## config.mk

```make
export PLATFORM = sky130hd
export DESIGN_NAME = cmpu_top
export DESIGN_NICKNAME = d
export VERILOG_FILES = /design/src/rtl/cmpu_pkg.sv /design/src/rtl/cmpu_chan.sv /design/src/rtl/cmpu_arm.sv /design/src/rtl/cmpu_regif.sv /design/src/rtl/cmpu_top.sv
export SDC_FILE = /design/constraint.sdc
export NUM_CORES = 1
export LEC_CHECK = 0
export BUFFER_PORTS_ARGS = -buffer_cell sky130_fd_sc_hd__buf_2
export CORE_UTILIZATION = 50
export CTS_BUF_LIST = sky130_fd_sc_hd__clkbuf_8
export CTS_CLUSTER_DIAMETER = 40
export DETAILED_ROUTE_END_ITERATION = 12
export PLACE_DENSITY = 0.66
export SLEW_MARGIN = 20
export SYNTH_ARGS = -nofsm -noshare
export SYNTH_HDL_FRONTEND = slang
export SYNTH_HIERARCHICAL = 1
export SYNTH_SLANG_ARGS = --single-unit
```

## constraint.sdc

```tcl
create_clock -name clk_i -period 9.7 [get_ports clk_i]
set_input_delay 1.94 -clock clk_i [delete_from_list [all_inputs] [get_ports clk_i]]
set_output_delay 1.94 -clock clk_i [all_outputs]
set_load 0.01 [all_outputs]
```

## src/rtl/cmpu_pkg.sv

```systemverilog
package cmpu_pkg;
  localparam int MODE_W  = 2;
  localparam int MB_CMP  = 0;
  localparam int MB_ONCE = 1;
endpackage

```

## src/rtl/cmpu_chan.sv

```systemverilog
module cmpu_chan
  import cmpu_pkg::*;
#(
  parameter int TW = 16
) (
  input  logic              clk,
  input  logic              rst_n,
  input  logic              cmp_we,
  input  logic              mode_we,
  input  logic [TW-1:0]     cmp_wd,
  input  logic [MODE_W-1:0] mode_wd,
  input  logic [TW-1:0]     timer,
  input  logic              armed,
  output logic [TW-1:0]     cmp_q,
  output logic [MODE_W-1:0] mode_q,
  output logic              hw_clr,
  output logic              evt_q
);
  logic [TW-1:0]     cmp_r, cmp_d;
  logic [MODE_W-1:0] mode_r, mode_d;
  logic              evt_r, evt_d;
  logic              hit;

  always_comb begin
    cmp_d = cmp_r;
    if (cmp_we) cmp_d = cmp_wd;
    mode_d = mode_r;
    if (mode_we) mode_d = mode_wd;
    hit    = (timer == cmp_r) && mode_r[MB_CMP] && (!mode_r[MB_ONCE] || armed);
    hw_clr = hit && mode_r[MB_ONCE];
    evt_d  = hit;
  end

  always_ff @(posedge clk or negedge rst_n) begin
    if (!rst_n) begin
      cmp_r  <= '0;
      mode_r <= '0;
      evt_r  <= 1'b0;
    end else begin
      cmp_r  <= cmp_d;
      mode_r <= mode_d;
      evt_r  <= evt_d;
    end
  end

  assign cmp_q  = cmp_r;
  assign mode_q = mode_r;
  assign evt_q  = evt_r;
endmodule

```

## src/rtl/cmpu_arm.sv

```systemverilog
module cmpu_arm #(
  parameter int N_CH = 8
) (
  input  logic            clk,
  input  logic            rst_n,
  input  logic            word_we,
  input  logic            set_we,
  input  logic            clr_we,
  input  logic [N_CH-1:0] wd,
  input  logic [N_CH-1:0] hw_clr,
  output logic [N_CH-1:0] arm_q
);
  logic [N_CH-1:0] arm_r, arm_d, sw_d;

  always_comb begin
    sw_d = arm_r;
    if (word_we)     sw_d = wd;
    else if (set_we) sw_d = arm_r | wd;
    else if (clr_we) sw_d = arm_r & ~wd;
    arm_d = sw_d & ~hw_clr;
  end

  always_ff @(posedge clk or negedge rst_n) begin
    if (!rst_n) arm_r <= '0;
    else        arm_r <= arm_d;
  end

  assign arm_q = arm_r;
endmodule

```

## src/rtl/cmpu_regif.sv

```systemverilog
module cmpu_regif
  import cmpu_pkg::*;
#(
  parameter int N_CH = 8,
  parameter int TW   = 16,
  parameter int DW   = 16,
  parameter int AW   = 5
) (
  input  logic                   wr_en,
  input  logic [AW-1:0]          addr,
  input  logic [N_CH*TW-1:0]     cmp_flat,
  input  logic [N_CH*MODE_W-1:0] mode_flat,
  input  logic [N_CH-1:0]        arm,
  output logic [N_CH-1:0]        cmp_we,
  output logic [N_CH-1:0]        mode_we,
  output logic                   word_we,
  output logic                   set_we,
  output logic                   clr_we,
  output logic [DW-1:0]          rdata
);
  localparam logic [AW-1:0] A_WORD = AW'(2*N_CH);
  localparam logic [AW-1:0] A_SET  = AW'(2*N_CH+1);
  localparam logic [AW-1:0] A_CLR  = AW'(2*N_CH+2);

  always_comb begin
    for (int i = 0; i < N_CH; i++) begin
      cmp_we[i]  = wr_en && (addr == AW'(i));
      mode_we[i] = wr_en && (addr == AW'(N_CH+i));
    end
    word_we = wr_en && (addr == A_WORD);
    set_we  = wr_en && (addr == A_SET);
    clr_we  = wr_en && (addr == A_CLR);
  end

  always_comb begin
    rdata = '0;
    for (int i = 0; i < N_CH; i++) begin
      if (addr == AW'(i))      rdata = DW'(cmp_flat[i*TW +: TW]);
      if (addr == AW'(N_CH+i)) rdata = DW'(mode_flat[i*MODE_W +: MODE_W]);
    end
    if (addr == A_WORD || addr == A_SET || addr == A_CLR) rdata = DW'(arm);
  end
endmodule

```

## src/rtl/cmpu_top.sv

```systemverilog
module cmpu_top
  import cmpu_pkg::*;
#(
  parameter int N_CH = 8,
  parameter int TW   = 16,
  parameter int DW   = 16,
  localparam int AW  = $clog2(2*N_CH+3)
) (
  input  logic            clk_i,
  input  logic            rst_ni,
  input  logic [TW-1:0]   timer_i,
  input  logic            wr_en_i,
  input  logic [AW-1:0]   addr_i,
  input  logic [DW-1:0]   wdata_i,
  output logic [DW-1:0]   rdata_o,
  output logic [N_CH-1:0] event_o
);
  logic [1:0] rst_sync_q;
  logic       rst_sync_n;

  always_ff @(posedge clk_i or negedge rst_ni) begin
    if (!rst_ni) rst_sync_q <= 2'b00;
    else         rst_sync_q <= {rst_sync_q[0], 1'b1};
  end
  assign rst_sync_n = rst_sync_q[1];

  logic [N_CH*TW-1:0]     cmp_flat;
  logic [N_CH*MODE_W-1:0] mode_flat;
  logic [N_CH-1:0]        se_en, hw_clr, cmp_we, mode_we;
  logic                   word_we, set_we, clr_we;

  cmpu_regif #(.N_CH(N_CH), .TW(TW), .DW(DW), .AW(AW)) regif_i (
    .wr_en(wr_en_i), .addr(addr_i), .cmp_flat(cmp_flat), .mode_flat(mode_flat),
    .arm(se_en), .cmp_we(cmp_we), .mode_we(mode_we), .word_we(word_we),
    .set_we(set_we), .clr_we(clr_we), .rdata(rdata_o)
  );

  for (genvar g = 0; g < N_CH; g++) begin : g_chan
    cmpu_chan #(.TW(TW)) chan_i (
      .clk(clk_i), .rst_n(rst_sync_n), .cmp_we(cmp_we[g]), .mode_we(mode_we[g]),
      .cmp_wd(wdata_i[TW-1:0]), .mode_wd(wdata_i[MODE_W-1:0]), .timer(timer_i),
      .armed(se_en[g]), .cmp_q(cmp_flat[g*TW +: TW]),
      .mode_q(mode_flat[g*MODE_W +: MODE_W]), .hw_clr(hw_clr[g]), .evt_q(event_o[g])
    );
  end

  cmpu_arm #(.N_CH(N_CH)) arm_i (
    .clk(clk_i), .rst_n(rst_sync_n), .word_we(word_we), .set_we(set_we),
    .clr_we(clr_we), .wd(wdata_i[N_CH-1:0]), .hw_clr(hw_clr), .arm_q(se_en)
  );
endmodule

```

After elaboration in Yosys (flattened, before gate mapping)

Cells that the tools add are included.

Output and inout port bits: 24
Word-level logic and storage cells: 139
Bits in registers: 162
Input port bits: 40

Reduce and logical (&&, ||, !) cells: 62
Bitwise operators: 5
Equality and inequality tests: 26
Mux-type cells: 20

Operators by type and width:

| kind                                                | count |
|---|---|
| 2-to-1 mux 16 bit                                   | 17 |
| equality test 16 bit                                | 8 |
| logical AND 1 bit                                   | 43 |
| equality test 5 x 4 -> 1 bit, second input constant | 8 |
| 2-to-1 mux 8 bit                                    | 3 |
| equality test 5 x 3 -> 1 bit, second input constant | 4 |
| AND 8 bit                                           | 2 |
| NOT 8 bit                                           | 2 |
| equality test 5 bit, second input constant          | 3 |
| equality test 5 x 2 -> 1 bit, second input constant | 2 |
| logical OR 1 bit                                    | 10 |
| logical NOT 1 bit                                   | 8 |
| bitwise OR 8 bit                                    | 1 |
| equality test 5 x 1 -> 1 bit, second input constant | 1 |
| logical NOT 5 bit                                   | 1 |

Depth between registers and ports, before layout

Gate-level depths: netlist of the first run.

Depth in word-level cells: 18
Depth in mapped cells: 7
Gate-level depth less buffers: 5

Modules after synthesis

The synthesis of the first run kept the hierarchy.

Modules (own cells, without submodules):

| module     | area each (µm²) | sequential area each (µm²) | times used | cells each |
|---|---|---|---|---|
| cmpu_chan  | 883.3           | 475.5                      | 8          | 65 |
| cmpu_regif | 1529.0          | 0.0                        | 1          | 223 |
| cmpu_arm   | 380.4           | 200.2                      | 1          | 42 |
| cmpu_top   | 53.8            | 50.0                       | 1          | 3 |

Worst setup path after synthesis of the first run

No wires, ideal clock.

Path kind: input port to output port
From: input port addr_i[0]
To: output port rdata_o[10]
Stages on the path: 7
Data arrival time: 3176 ps
Setup slack: 4584 ps
Data required time: 7760 ps
Path through: buf_2 buf_4 buf_2 mux2i_1 o21ai_0 a222oi_1 nand2_1

Word-level cells in the longest chain between the ends: 18
Elaborated cells between the ends (all ways): 38
Those cells by class: 18 x eq/ne; 17 x mux; 3 x reduce/logical

RTL lines:

| item                  | line             | RTL |
|---|---|---|
| from (decl)           | cmpu_top.sv:13   | `input logic [AW-1:0] addr_i,` |
| logical NOT 5 bit     | cmpu_regif.sv:38 | `if (addr == AW'(i)) rdata = DW'(cmp_flat[i*TW +: TW]);` |
| 2-to-1 mux 16 bit     | cmpu_regif.sv:38 |  |
| 2-to-1 mux 16 bit     | cmpu_regif.sv:39 | `if (addr == AW'(N_CH+i)) rdata = DW'(mode_flat[i*MODE_W +: MODE_W]);` |
| 2-to-1 mux 16 bit     | cmpu_regif.sv:38 |  |
| 2-to-1 mux 16 bit     | cmpu_regif.sv:39 |  |
| 2-to-1 mux 16 bit     | cmpu_regif.sv:38 |  |
| 2-to-1 mux 16 bit     | cmpu_regif.sv:39 |  |
| 2-to-1 mux 16 bit     | cmpu_regif.sv:38 |  |
| [2 not listed]        | --               |  |
| 2-to-1 mux 16 bit     | cmpu_regif.sv:39 |  |
| 2-to-1 mux 16 bit     | cmpu_regif.sv:38 |  |
| 2-to-1 mux 16 bit     | cmpu_regif.sv:39 |  |
| 2-to-1 mux 16 bit     | cmpu_regif.sv:38 |  |
| 2-to-1 mux 16 bit     | cmpu_regif.sv:39 |  |
| 2-to-1 mux 16 bit     | cmpu_regif.sv:38 |  |
| 2-to-1 mux 16 bit     | cmpu_regif.sv:39 |  |
| 2-to-1 mux 16 bit (*) | cmpu_regif.sv:41 | `if (addr == A_WORD \|\| addr == A_SET \|\| addr == A_CLR) rdata = DW'(arm);` |
| to (decl)             | cmpu_top.sv:15   | `output logic [DW-1:0] rdata_o,` |

Every way passes the cells marked *; elsewhere a longest branch is shown, timed or not.

Final worst setup path of the first run

From: input port addr_i[0]
To: output port rdata_o[5]

Same word-level chain as after synthesis.

==> results of run 1 <==
## Yosys cell counts, types with 2 or more instances
master	number	area, um^2
a22oi_1	22	165.2
a31oi_1	3	18.77
buf_4	3	22.52
a21oi_1	13	65.06
buf_6	4	45.04
or3_1	2	12.51
a222oi_1	22	220.2
nand3b_1	11	82.58
o21ai_0	39	195.2
a211o_1	2	17.52
nor2b_1	5	31.28
nand2b_1	7	43.79
a31o_2	2	17.52
o32ai_1	2	17.52
inv_1	6	22.52
nand3_1	2	10.01
nor2_4	3	33.78
nand2b_4	2	27.53
or4_4	9	101.4
xnor2_1	88	770.7
and3_1	8	50.05
mux2_1	136	1531
clkinv_1	8	30.03
nand2_1	42	157.7
nand4_1	25	156.4
nor4_1	10	62.56
clkbuf_1	11	41.29
buf_2	21	105.1
nor3_2	8	80.08
dfrtp_1	162	4054
a2bb2oi_1	2	17.52
o211ai_1	2	15.01
nor3_1	12	60.06
mux2i_1	10	100.1
nor2_1	23	86.33
xor2_1	40	350.3
## metrics by stage
step	std cells	instance area (um^2)	total power, mW	hold WS (ns)	setup WS, ns
after floorplan	788	9030	1.163	0.3312	4.584
after global placement	1047	9537	1.287	0.3444	3.556
after detailed placement	1047	9542	1.304	0.3365	3.483
after CTS	1079	9950	1.810	0.3766	3.470
after global routing	1079	9953	1.897	0.3836	3.268
final	1079	9953	1.804	0.3695	3.350
## flip-flops by register name, indices dropped and copies added, names as in the netlist
| register | count |
|---|---|
| g_chan.chan_i/cmp_q | 128 |
| g_chan.chan_i/mode_q | 16 |
| arm_i/arm_q | 8 |
| g_chan.chan_i/evt_q | 8 |
| rst_sync_q | 2 |
## worst max-delay path, stage by stage
cell,delay [ns]
buf_2,0.58
nand2b_1,0.38
nor2_1,0.83
a22oi_1,0.16
and3_1,0.25
nand2_1,0.11
buf_2,0.15
## path summary, 6_finish.rpt
check	endpoint	cells after the start
min in group asynchronous	g_chan[4].chan_i/cmp_q[10]$_DFFE_PN0P_	0
setup / recovery	rdata_o[5]	7
hold reg to reg	rst_sync_q[1]$_DFF_PN0_	0
setup reg to reg	arm_i/arm_q[1]$_DFF_PN0_	5
max in group asynchronous	g_chan[3].chan_i/evt_q$_DFF_PN0_	1
hold / removal	rst_sync_q[1]$_DFF_PN0_	0
## power groups by stage
stage          clock network (mW)  logic (mW)  registers [mW]
2_1_floorplan                   0       0.255           0.908
3_3_place_gp                    0       0.348           0.940
3_5_place_dp                    0       0.358           0.945
4_1_cts                     0.516       0.360           0.933
5_1_grt                     0.550       0.394           0.953
6_report                    0.507       0.361           0.936
## placed cells by master (no fill, tap or decap), types with 10 or more instances in the layout
cell type  instances
buf_2             63
dfrtp_1          161
mux2_1           136
nand3b_1          11
nand4_1           25
nor2_1            22
a22oi_1           22
nand2_1           42
xnor2_1           88
mux2i_1           10
a21oi_1           13
nor3_2            15
a222oi_1          22
clkbuf_8          21
xor2_1            40
o21ai_0           39
## cells by family after synthesis
kind of cell	after synthesis
AND/OR/NAND/NOR	180
flip-flops	162
multiplexers	146
XOR/XNOR	128
AO/OA/AOI/OAI	118
buffers and inverters	53
other	1
## layer usage
layer,track usage,up-vias,routed length [um]
li1,-,2982,-
met1,0.4107,3434,11340
met2,0.4681,305,12380
met3,0.07979,37,2153
met4,0.1000,0,619
met5,0,-,0
## layout make-up
type	count	area (um^2)
multi-input cells	573	4760
clock buffers	21	289.0
fillers	1518	7523
well taps	225	281.5
clock inverters	11	118.9
flip-flops and latches	162	4058
inverters	14	52.55
repair buffers	73	394.1
==> metrics.md, run 1 <==
| Metric | Value |
|---|---|
| Unrepaired setup endpoints after global routing | no |
| Count of final hold-check violations | 0 |
| DPL Wire Length | 18,080 um |
| Per-cell routed wire length | 24.55 um |
| P&R area growth vs syn | 10.23% |
| Number of nets in the layout | 881 |
| WL final | 26,490 um |
| Y dimension of the die | 136.4 um |
| Fin. max-slew vios | 0 |
| Number of port buffers | 63 |
| Fraction of the mapped netlist area in simple logic gates | 0.1218 |
| Pin count of the biggest net entering global routing | 86 |
| Final worst path period need | 6.350 ns |
| Power per unit of standard cell area | 181.3 nW/um^2 |
| Post-synth EDFFs | 0 |
| Type of destination of the critical path | output pin |
| Root buf cell | clkbuf_8 |
| Global router's overall resource usage | 0.3026 |
| Synthesis warning total | 6 |
| Start point of the worst hold path | rst_sync_q[0]$_DFF_PN0_ |
| Net switching share of the total power | 0.3256 |
| TritonCTS clock tree | yes |
| Status | finished, final reports clean |
| Clock insertion delay at the later pin of the skew report | 0.45 ns |
| Final-report setup violation count | 0 |
| Initial antenna violation count | 0 |
| Leading register cell type out of synthesis | dfrtp_1 |
| Synth Area in XOR/XNOR | 0.1242 |
| Number of clock sinks | 162 |
| Timing startpoint of the critical path | addr_i[0] |
| Layout Skew | 0.01150 ns |
| Crit start category | input port |
| Relative contribution of the clock network to total power | 0.281 |
| Sw power | 587.5 uW |
| Detailed-route DRC error count | 0 |
| Max VDD drop | 0.1059 mV |
| Full die area | 18,600 um^2 |
| Hold-fix buffer count after cts | 0 |
| Register area share after synthesis | 0.4489 |
| Global route total overflow | 0 |
| Post-route fraction of the period consumed by the critical path | 0.6547 |
| Arrival time worst endpoint | 4.41 ns |
| Fraction of synthesis flops using an asynchronous set or reset pin | 1.000 |
| Core area | 17,480 um^2 |
| Router iterations before antenna repair | 6 |
| Post-CTS Setup Repair Bufs | 0 |
| Total Neg Setup Slack | 0 ns |
| Routed vias/inst | 6.263 |
| Critical path fanouts, max | 31 |
| CP required | 7.76 ns |
| Area of the mapped netlist | 9030 um^2 |
| Distinct cell type count after synthesis | 57 |
| Routability congestion estimate | 0.9115 |
| Net count after synthesis | 828 |
| Mapped Cells | 788 |
| Slack of the worst reg-to-reg path | 7.68 ns |
| Max-cap violations | 0 |
| Fraction of layout instances using a drive strength above 1 | 0.1745 |
| Number of levels the H-tree was split into | 4 |
| Leakage power summed over all cells | 4.254 nW |
| Worst hold path class | flop to flop |
| Vias in the first global route | 6,828 |
| Global-route wire length before repair | 40,720 um |
| Internal Dissipation | 1.217 mW |
| Sequential share of power | 0.519 |
| Buffer depth of the longest clock path | 2 |
| Transition time of the tightest slew-check pin | 1.232 ns |
| Clk slew on worst S/H paths | 0.09 ns |
| Startpoint of the worst-slack reg-to-reg timing path | g_chan[1].chan_i/cmp_q[4]$_DFFE_PN0P_ |
| Main combinational cell family by area after synthesis | multiplexers |
| Mux contribution to synthesized area | 0.1807 |
| Maximum frequency from static timing analysis | 0.1575 GHz |
| Number of top-level design ports | 64 |
| Die Wd | 136.4 um |
| Register bit count reported by yosys | 162 |
| Relative slew margins | 0.1720 |
| Total number of placement rows | 48 |
| Total clock buffers created by CTS | 17 |
| Synthesized area divided by synthesized cell count | 11.46 um^2 |
| Final design utilization | 0.5695 |
| Proportion of power drawn by combinational gates | 0.200 |
| Iteration-0 DRC Markers | 651 |
| Effective utilization at floorplan | 0.5167 |
| PostCTS Resize Cnt | 0 |
| Total number of vias | 6,758 |
| Antenna diode count | 0 |
| WS Path Type | input port to output pin |
| Post-route antenna net violation count | 0 |
| Adder-cell share of the synthesized area | 0 |
| Complex-gate fraction of the synthesized area | 0.09450 |
(Power assumes the default switching activity.)
==> inputs of run 2 (changes only) <==
--- a/config.mk
+++ b/config.mk
@@ -10,7 +10,7 @@
 export CTS_BUF_LIST = sky130_fd_sc_hd__clkbuf_8
 export CTS_CLUSTER_DIAMETER = 40
 export DETAILED_ROUTE_END_ITERATION = 12
-export PLACE_DENSITY = 0.66
+export PLACE_DENSITY = 0.69
 export SLEW_MARGIN = 20
 export SYNTH_ARGS = -nofsm -noshare
 export SYNTH_HDL_FRONTEND = slang
==> constraint.sdc (replaced) <==
create_clock -name clk_i -period 5.68 [get_ports clk_i]
set_input_delay 1.136 -clock clk_i [delete_from_list [all_inputs] [get_ports clk_i]]
set_output_delay 1.136 -clock clk_i [all_outputs]
set_load 0.01 [all_outputs]
==> metrics.md, run 2 (synthesized netlist as in run 1, its figures left out) <==
| Metric | Value |
|---|---|
| Relative slew margins | 0.2635 |
| P&R area growth vs syn | 10.78% |
| Number of nets in the layout | 884 |
| Final-report setup violation count | 0 |
| Post-route fraction of the period consumed by the critical path | 0.8160 |
| Count of final hold-check violations | 0 |
| Fraction of layout instances using a drive strength above 1 | 0.1739 |
| CP required | 4.54 ns |
| Most common library cell in the layout ignoring fill and taps | dfrtp_1 |
| DPL Wire Length | 18,630 um |
| Global route total overflow | 0 |
| Hold-fix buffer count after cts | 0 |
| Core area | 17,480 um^2 |
| Number of top-level design ports | 64 |
| Antenna diode count | 0 |
| Number of buffers and inverters on the critical path | 2 |
| Iteration-0 DRC Markers | 845 |
| Critical path fanouts, max | 31 |
| Power per unit of standard cell area | 315.0 nW/um^2 |
| Routed vias/inst | 6.294 |
| Number of levels the H-tree was split into | 4 |
| Layout Skew | 0.01671 ns |
| Maximum frequency from static timing analysis | 0.2157 GHz |
| Status | finished, final reports clean |
| Root buf cell | clkbuf_8 |
| WS Path Type | input port to output pin |
| Timing startpoint of the critical path | addr_i[0] |
| Initial antenna violation count | 0 |
| Biggest cell delay along the critical path | 0.75 ns |
| Fin. max-slew vios | 0 |
| Worst path slowest cell | nor2_1 |
| Global router's overall resource usage | 0.3019 |
| Buffer depth of the longest clock path | 2 |
| Number of port buffers | 63 |
| Total number of placement rows | 48 |
| Clk slew on worst S/H paths | 0.08 ns |
| Final design utilization | 0.5724 |
| Slack of the worst reg-to-reg path | 3.78 ns |
| Vias in the first global route | 6,841 |
| Post-CTS Setup Repair Bufs | 0 |
| Die Wd | 136.4 um |
| Startpoint of the worst-slack reg-to-reg timing path | g_chan[1].chan_i/cmp_q[4]$_DFFE_PN0P_ |
| Crit start category | input port |
| Full die area | 18,600 um^2 |
| Leakage power summed over all cells | 4.297 nW |
| Transition time of the tightest slew-check pin | 1.096 ns |
| Max VDD drop | 0.1753 mV |
| WL final | 26,430 um |
| Worst reg2reg path depth | 5 |
| Cell breakdown of the critical path | buf_2, nand2b_1, nor2_1, a22oi_1, and3_1, nand2_1, buf_2 |
| Effective utilization at floorplan | 0.5167 |
| Total clock buffers created by CTS | 17 |
| Number of clock sinks | 162 |
| Total number of vias | 6,810 |
| Type of destination of the critical path | output pin |
| Final worst path period need | 4.635 ns |
| Routability congestion estimate | 0.9154 |
| Clock insertion delay at the later pin of the skew report | 0.47 ns |
| Final design instance area without fill | 10,000 um^2 |
| Max-cap violations | 0 |
| Flip-flop count of the largest register after layout | 128 |
| Cell area after placement | 9557 um^2 |
| Cell mode on critical path | buf_2 |
| Arrival time worst endpoint | 3.50 ns |
| Detailed-route DRC error count | 0 |
| Worst hold path class | flop to async pin |
| Pin count of the biggest net entering global routing | 71 |
| Unrepaired setup endpoints after global routing | no |
| Router iterations before antenna repair | 7 |
| Kind of cell with the highest combined delay on the critical path | simple AND/OR/NAND/NOR gates |
| Post-route antenna net violation count | 0 |
| Y dimension of the die | 136.4 um |
| TritonCTS clock tree | yes |
| Commonest cells after routing, fill and taps aside | dfrtp_1, mux2_1, xnor2_1, buf_2, nand2_1 |
| Per-cell routed wire length | 24.43 um |
| PostCTS Resize Cnt | 0 |
| Endpoint of the most critical register-to-register path | arm_i/arm_q[1]$_DFF_PN0_ |
| Total Neg Setup Slack | 0 ns |
| Global-route wire length before repair | 41,070 um |
-- run 2: worst register-to-register path, stage by stage, from the launching register on --
cell	delay, ns
dfrtp_1	0.42
xor2_1	0.18
nor4_1	0.62
nand4_1	0.34
nor3_2	0.18
a21oi_1	0.07
-- run 2: metrics by stage --
step | power (mW) | cells | hold WS [ns] | worst slack [ns]
6_report | 3.151 | 1082 | 0.2849 | 1.045
5_1_grt | 3.307 | 1082 | 0.3328 | 0.9734
4_1_cts | 3.162 | 1082 | 0.3093 | 1.168
3_5_place_dp | 2.234 | 1050 | 0.2989 | 1.202
3_3_place_gp | 2.201 | 1050 | 0.2955 | 1.239
2_1_floorplan | 1.987 | 788 | 0.3312 | 0.8318
-- run 2: worst max path at each step --
stage | cells past startpoint | endpoint | slack [ns]
6_report | 7 | rdata_o[5] | 1.04
5_1_grt | 7 | rdata_o[5] | 0.97
4_1_cts | 7 | rdata_o[5] | 1.17
3_5_place_dp | 7 | rdata_o[5] | 1.20
3_3_place_gp | 7 | rdata_o[0] | 1.24
2_1_floorplan | 0 | arm_i/arm_q[0]$_DFF_PN0_ | 0.83
-- run 2: layout make-up --
cell class              instances  area, um^2
clock buffers                  18       247.7
clock inverters                14       187.7
fillers                      1474        7473
inverters                      14       52.55
multi-input cells             573        4763
flip-flops and latches        162        4058
well taps                     225       281.5
repair buffers                 76       412.9
-- run 2: power breakdown --
group | internal [mW] | switching (mW) | leakage [nW] | total (mW)
logic | 0.303 | 0.321 | 2.01 | 0.624
clock network | 0.490 | 0.435 | 0.222 | 0.925
registers | 1.37 | 0.231 | 2.06 | 1.60
total | 2.16 | 0.988 | 4.30 | 3.15
-- run 2: layer usage --
metal	GRT usage	up-vias	share of wire
li1	-	2977	-
met1	0.4166	3479	0.43
met2	0.4724	297	0.47
met3	0.06227	57	0.080
met4	0.09938	0	0.028
met5	0	-	0
